<file path="src/rtl/sdram_dp_pkg.sv">
`timescale 1ns/1ps
package sdram_dp_pkg;
   typedef enum logic [1:0] {
      CMD_NOP  = 2'b00,
      CMD_RD   = 2'b01,
      CMD_WR   = 2'b10,
      CMD_DSEL = 2'b11
   } col_cmd_e;

   localparam int MAX_BURST = 8;
   localparam int IDX_W     = 3;

   function automatic logic [3:0] bl_words(input logic [1:0] code);
      return 4'd1 << code;
   endfunction
endpackage

</file>
<file path="src/rtl/sdram_dp_array.sv">
`timescale 1ns/1ps
module sdram_dp_array #(
   parameter int DATA_W = 16,
   parameter int COL_W  = 6
) (
   input  logic              clk,
   input  logic              we,
   input  logic [COL_W-1:0]  addr,
   input  logic [DATA_W-1:0] wdata,
   output logic [DATA_W-1:0] rdata
);
   localparam int DEPTH = 1 << COL_W;

   logic [DATA_W-1:0] cells [DEPTH];

   always_ff @(posedge clk) begin
      if (we) cells[addr] <= wdata;
   end

   assign rdata = cells[addr];
endmodule

</file>
<file path="src/rtl/sdram_dp_burst.sv">
`timescale 1ns/1ps
module sdram_dp_burst
   import sdram_dp_pkg::*;
#(
   parameter int COL_W = 6
) (
   input  logic             clk,
   input  logic             rst_n,
   input  logic [1:0]       cmd,
   input  logic [COL_W-1:0] col_addr,
   input  logic [1:0]       bl_code,
   output logic             op_rd,
   output logic             op_wr,
   output logic [COL_W-1:0] op_addr
);
   logic [COL_W-1:0] base_q;
   logic [IDX_W-1:0] idx_q;
   logic             act_q;
   logic             wr_q;

   logic             is_rd, is_wr, start, issue;
   logic [IDX_W-1:0] cur_idx;
   logic [COL_W-1:0] cur_base;
   logic [COL_W-1:0] mask;
   logic [3:0]       nwords;

   always_comb begin
      is_rd    = (cmd == CMD_RD);
      is_wr    = (cmd == CMD_WR);
      start    = is_rd | is_wr;
      issue    = start | act_q;
      nwords   = bl_words(bl_code);
      mask     = COL_W'(nwords - 4'd1);
      cur_idx  = start ? '0 : idx_q;
      cur_base = start ? col_addr : base_q;
      op_addr  = (cur_base & ~mask) | ((cur_base + COL_W'(cur_idx)) & mask);
      op_rd    = start ? is_rd : (act_q & ~wr_q);
      op_wr    = start ? is_wr : (act_q & wr_q);
   end

   always_ff @(posedge clk) begin
      if (!rst_n) begin
         act_q  <= 1'b0;
         wr_q   <= 1'b0;
         idx_q  <= '0;
         base_q <= '0;
      end else if (issue) begin
         act_q  <= ({1'b0, cur_idx} + 4'd1) < nwords;
         idx_q  <= cur_idx + 1'b1;
         base_q <= cur_base;
         if (start) wr_q <= is_wr;
      end
   end
endmodule

</file>
<file path="src/rtl/sdram_dp_rdpipe.sv">
`timescale 1ns/1ps
module sdram_dp_rdpipe #(
   parameter  int DATA_W = 16,
   parameter  int MAX_CL = 3,
   localparam int LAT_W  = $clog2(MAX_CL + 1)
) (
   input  logic              clk,
   input  logic              rst_n,
   input  logic [LAT_W-1:0]  lat,
   input  logic              in_vld,
   input  logic [DATA_W-1:0] in_data,
   output logic              out_vld,
   output logic [DATA_W-1:0] out_data
);
   if (MAX_CL < 2) begin : g_bad_cl
      $error("sdram_dp_rdpipe: MAX_CL must be at least 2");
   end

   logic [MAX_CL-1:0] vld_q;
   logic [DATA_W-1:0] dat_q [MAX_CL];

   always_ff @(posedge clk) begin
      if (!rst_n) vld_q[0] <= 1'b0;
      else        vld_q[0] <= in_vld;
      dat_q[0] <= in_data;
   end

   for (genvar s = 1; s < MAX_CL; s++) begin : g_stage
      always_ff @(posedge clk) begin
         if (!rst_n) vld_q[s] <= 1'b0;
         else        vld_q[s] <= vld_q[s-1];
         dat_q[s] <= dat_q[s-1];
      end
   end

   always_comb begin
      out_vld  = 1'b0;
      out_data = '0;
      for (int i = 0; i < MAX_CL; i++) begin
         if (LAT_W'(i + 1) == lat) begin
            out_vld  = vld_q[i];
            out_data = dat_q[i];
         end
      end
   end
endmodule

</file>
<file path="src/rtl/sdram_burst_dp.sv">
`timescale 1ns/1ps
module sdram_burst_dp
   import sdram_dp_pkg::*;
#(
   parameter int DATA_W    = 16,
   parameter int COL_W     = 6,
   parameter int MAX_CL    = 3,
   parameter bit ZERO_IDLE = 1'b1
) (
   input  logic              clk,
   input  logic              rst_n,
   input  logic              cfg_cas3,
   input  logic [1:0]        cfg_bl,
   input  logic [1:0]        cmd,
   input  logic [COL_W-1:0]  col_addr,
   input  logic [DATA_W-1:0] dq_in,
   output logic [DATA_W-1:0] dq_out,
   output logic              dq_oe
);
   localparam int LAT_W = $clog2(MAX_CL + 1);

   if (COL_W < IDX_W) begin : g_bad_col
      $error("sdram_burst_dp: COL_W must cover the longest burst");
   end
   if (MAX_CL < 3) begin : g_bad_lat
      $error("sdram_burst_dp: MAX_CL must reach latency 3");
   end

   logic              cl3_q;
   logic [1:0]        bl_q;
   logic              op_rd, op_wr;
   logic [COL_W-1:0]  op_addr;
   logic [DATA_W-1:0] rd_data;
   logic              pipe_vld;
   logic [DATA_W-1:0] pipe_data;
   logic [LAT_W-1:0]  lat;

   always_ff @(posedge clk) begin
      if (!rst_n) begin
         cl3_q <= cfg_cas3;
         bl_q  <= cfg_bl;
      end
   end

   assign lat = cl3_q ? LAT_W'(3) : LAT_W'(2);

   sdram_dp_burst #(.COL_W(COL_W)) u_seq (
      .clk      (clk),
      .rst_n    (rst_n),
      .cmd      (cmd),
      .col_addr (col_addr),
      .bl_code  (bl_q),
      .op_rd    (op_rd),
      .op_wr    (op_wr),
      .op_addr  (op_addr)
   );

   sdram_dp_array #(.DATA_W(DATA_W), .COL_W(COL_W)) u_mem (
      .clk   (clk),
      .we    (op_wr),
      .addr  (op_addr),
      .wdata (dq_in),
      .rdata (rd_data)
   );

   sdram_dp_rdpipe #(.DATA_W(DATA_W), .MAX_CL(MAX_CL)) u_pipe (
      .clk      (clk),
      .rst_n    (rst_n),
      .lat      (lat),
      .in_vld   (op_rd),
      .in_data  (rd_data),
      .out_vld  (pipe_vld),
      .out_data (pipe_data)
   );

   assign dq_oe = pipe_vld;

   if (ZERO_IDLE) begin : g_zero_idle
      assign dq_out = pipe_vld ? pipe_data : '0;
   end else begin : g_raw_out
      assign dq_out = pipe_data;
   end
endmodule

</file>
<file path="config.mk">
export PLATFORM = sky130hd
export DESIGN_NAME = sdram_burst_dp
export DESIGN_NICKNAME = d
export VERILOG_FILES = /design/src/rtl/sdram_dp_pkg.sv /design/src/rtl/sdram_dp_array.sv /design/src/rtl/sdram_dp_burst.sv /design/src/rtl/sdram_dp_rdpipe.sv /design/src/rtl/sdram_burst_dp.sv
export SDC_FILE = /design/constraint.sdc
export NUM_CORES = 1
export LEC_CHECK = 0
export BUFFER_PORTS_ARGS = -buffer_cell sky130_fd_sc_hd__buf_2
export CORE_MARGIN = 10
export CORE_UTILIZATION = 40
export CTS_BUF_LIST = sky130_fd_sc_hd__clkbuf_4 sky130_fd_sc_hd__clkbuf_8
export DETAILED_ROUTE_END_ITERATION = 12
export PLACE_DENSITY_LB_ADDON = 0.1
export SKIP_LAST_GASP = 1
export SLEW_MARGIN = 10
export SYNTH_ARGS = -nofsm -noshare
export SYNTH_HDL_FRONTEND = slang
export SYNTH_HIERARCHICAL = 1
export SYNTH_SLANG_ARGS = --single-unit
</file>
<file path="constraint.sdc">
create_clock -name clk -period 7.3 [get_ports clk]
set_input_delay 0.73 -clock clk [delete_from_list [all_inputs] [get_ports clk]]
set_output_delay 0.73 -clock clk [all_outputs]
set_load 0.03 [all_outputs]
</file>
==> summary.txt <==
CTS
  • TritonCTS clock tree: yes
  • Clk_lat worst skew: between 0.8 and 0.9 ns
  • Clk sinks: roughly 1.1k
  • Clk buf depth: 3
  • Post-CTS setup buffers: 0
  • Num CTS Buffers: 181
  • CTS H-tree depth: 4
  • Clock-pin transition on the worst setup and hold timing paths: 0.06 ns
  • Root buffer cell: clkbuf_8
  • CTS resizes: 0

GRT
  • Global-route wire length before repair: 182.1 mm
  • Global-route usage over all layers: roughly 21%
  • Largest net degree at the start of global routing: a little over 70
  • Vias in the first global route: 24.22k
  • Global route total overflow: 0
  • Initial antenna violation count: 4

Finish
  • Filler Cells Inserted: 9064
  • Final net count: 2719
  • Area Overhead vs Synth: 14.30%
  • Non-Filler Instances: approximately 4.2k
  • Share of cells above drive strength 1: between 20% and 30%

Run status
  • Outcome: finished, final reports clean

Worst setup path
  • R2R Path End: u_pipe/dat_q[0][2]
  • Element type at the critical path start: input pin
  • Critical path arrival: 6.48 ns
  • Critical path required time: 8.01 ns
  • Worst R2R Start: u_seq/idx_q[1]
  • R2r worst-path depth: 14
  • Worst-path fanout max: 54
  • R2R setup slack: 1.69 ns
  • Endpoint class of the critical path: flop
  • CP Class: in2reg

Logic synthesis
  • Number of synthesized flops with an enable pin: 1027
  • Async S/R FF share, synth: 0%
  • Cell count after synthesis: 2473
  • Yosys cell types: 66
  • Mean post-synth cell area: between 15 and 20 sq um
  • Synthesized Nets: 2509
  • Largest area contributor in the netlist: edfxtp_1
  • Synth top area share: 73.92%
  • Ys flop type: edfxtp_1
  • Synth Cell Area: about 0.042 sq mm
  • Flops & latches, synth: about 1.1k
  • Ys Warns: 6
  • Top cells by area in the synthesized netlist: edfxtp_1 74%, mux2i_1 3.8%, a22oi_1 3.5%
  • Sequential share of the synthesized area: 76.90%

Floorplan
  • Die X: about 340 microns
  • Die Ht: 343.0 microns
  • Die area: 0.1176 sq mm
  • Core ar.: approximately 0.10 sq mm
  • Initial core utilization: just over 40%
  • # rows: approximately 120
  • Num ports: between 40 and 50

Detailed routing
  • Initial drt markers: about 2.4k
  • Ratio of routed vias to standard cells: 5.825
  • DRC viols: 0
  • Pre-antenna DRT Iters: 5
  • Final ANT Viol Nets: 0
  • Routed len/inst: slightly above 30 microns
  • Detailed-route via count: 24.49k
  • Post-Route WL: around 130 mm

STA
  • Rel. slew slack: 17.41%
  • TNS Setup: 0 ns
  • RSZ-0062 raised after global routing: no
  • Final Worst Setup Slack: 1.535 ns
  • Final Setup Violations: 0
  • Max Clk Rate: 173.5 MHz
  • Worst slew pin tran: 1.239 ns
  • Clock Skews: 0.05137 ns
  • Tmin final: 5.765 ns
  • Slew Viols, Final: 0
  • Final Hold Fails: 0
  • Fin crit share: around 80%

Power and ir drop
  • Pwr dens: 302.9 mW/mm^2
  • Maximum vdd drop: 0.0001577 V
  • Leak: 15.70 nW

Place
  • Pre-CTS WS: between 0.7 and 0.8 ns
  • Placed Cells: 3878
  • # port buffers: 45
  • GPL Wtd Cong: 0.8229
  • Dpl hpwl: 77.64 mm

Hold path
  • Hold Path End: bl_q[1]
  • Hold Crit Class: in2reg
  • Hold path startpoint: cfg_bl[1]
  • Hold depth: 1

Run
  • Max-Cap Viols: 0
cell usage after synthesis, types with 26 or more instances:
cell type and n:
clkbuf_1 69, o21ai_0 34, nand2_1 48, buf_2 63, a221oi_1 106, a22o_1 39
a22oi_1 197, o22ai_1 58, mux2i_1 160, a31oi_1 26, o22a_1 27, a21oi_1 81
nor2_1 169, edfxtp_1 1027, dfxtp_1 62
cell usage in the layout (no fill, tap or decap), types with 10 or more instances in the layout:
master    count
edfxtp_1   1027
clkbuf_8    203
a22oi_1     197
nor2_1      166
mux2i_1     160
buf_4       151
a221oi_1    106
a21oi_1      79
clkbuf_4     69
dfxtp_1      62
o22ai_1      58
nand2_1      48
buf_2        45
a22o_1       39
o21ai_0      34
clkinv_1     32
o22a_1       27
mux2_2       24
a31oi_1      24
a211oi_1     20
o221ai_1     14
and2_1       13
and2_2       13
clkinv_2     12
nand3_1      12
nor2b_1      10
or4_1        10
mux2_4       10
flip-flops by register name, summed over array words and instances, names as in the netlist, 2 cells and up:
signal,count
u_seq/base_q,6
bl_q,2
u_seq/idx_q,3
u_mem/cells,1024
u_pipe/dat_q,48
u_pipe/vld_q,3
final cells by class:
cell class	instances	area, sq um	area share, %
clock inverters	51	245.2	0.5143
well taps	1380	1727	3.621
repair buffers	203	1479	3.101
diodes	1	2.502	0.005248
inverters	7	26.28	0.05510
multi-input cells	1201	8812	18.48
flip-flops and latches	1089	32080	67.28
clock buffers	272	3312	6.946
per-layer routing:
layer  routed length [microns]  track usage, %
met1                     56120           29.77
met2                     60320           34.06
met3                      8985           4.613
met4                      2313           5.327
met5                        20               0
timing repair:
| item | in CTS | in global routing |
|---|---|---|
| hold buffers | 2 | 0 |
| endpoints found under the hold margin | 2 | 0 |
| setup endpoints to repair | 0 | 0 |
kinds of logic after synthesis:
| kind of cell | Yosys count | synth area share (%) |
|---|---|---|
| DFF | 1089 | 76.90 |
| AOI/OAI and AO/OA | 654 | 11.56 |
| and+or+nand+nor | 329 | 3.692 |
| muxes | 201 | 5.197 |
| buffers and inverters | 183 | 2.252 |
| xor gates and xnor gates | 9 | 0.1890 |
| adders and majority gates | 7 | 0.2099 |
| other | 1 | 0.008988 |
worst max-delay path by stage:
stage	start	to	slack, ns
after floorplan	cmd[0]	u_mem/cells[15][0]	1.78
after global placement	cmd[0]	u_pipe/dat_q[0][2]	0.69
after detailed placement	cmd[0]	u_pipe/dat_q[0][2]	0.76
after CTS	cmd[0]	u_pipe/dat_q[0][2]	1.66
after global routing	cmd[0]	u_pipe/dat_q[0][2]	1.28
final	cmd[0]	u_pipe/dat_q[0][2]	1.53
where the power goes:
| part | total [mW] | internal, mW | switching [mW] |
|---|---|---|---|
| combinational | 2.05 | 0.649 | 1.41 |
| clock | 5.27 | 2.88 | 2.39 |
| sequential | 7.12 | 6.98 | 0.140 |
critical path, stage by stage:
cell       delay [ns]
buf_2            0.10
inv_1            0.04
ha_1             0.75
nor2_1           0.12
a21oi_1          0.15
ha_1             0.21
a21oi_1          0.07
xor2_1           0.17
or3_1            0.37
a31oi_4          0.74
buf_12           0.41
buf_4            0.46
mux2i_1          0.24
o22ai_1          0.13
a2111oi_0        0.92
a211oi_1         0.33
or4_1            0.54
per-stage QoR:
step	cell area, sq um	power, mW	util, %	hold WS, ns
6_report	47680	14.45	46.07	0.08895
5_1_grt	47680	14.99	46.07	0.02466
4_1_cts	47680	14.57	46.07	0.005055
3_5_place_dp	44100	9.293	42.61	0.3348
3_3_place_gp	44100	9.285	42.61	0.3309
2_1_floorplan	41720	8.350	-	0.3272
No activity file was read; power rests on OpenSTA's default activity.
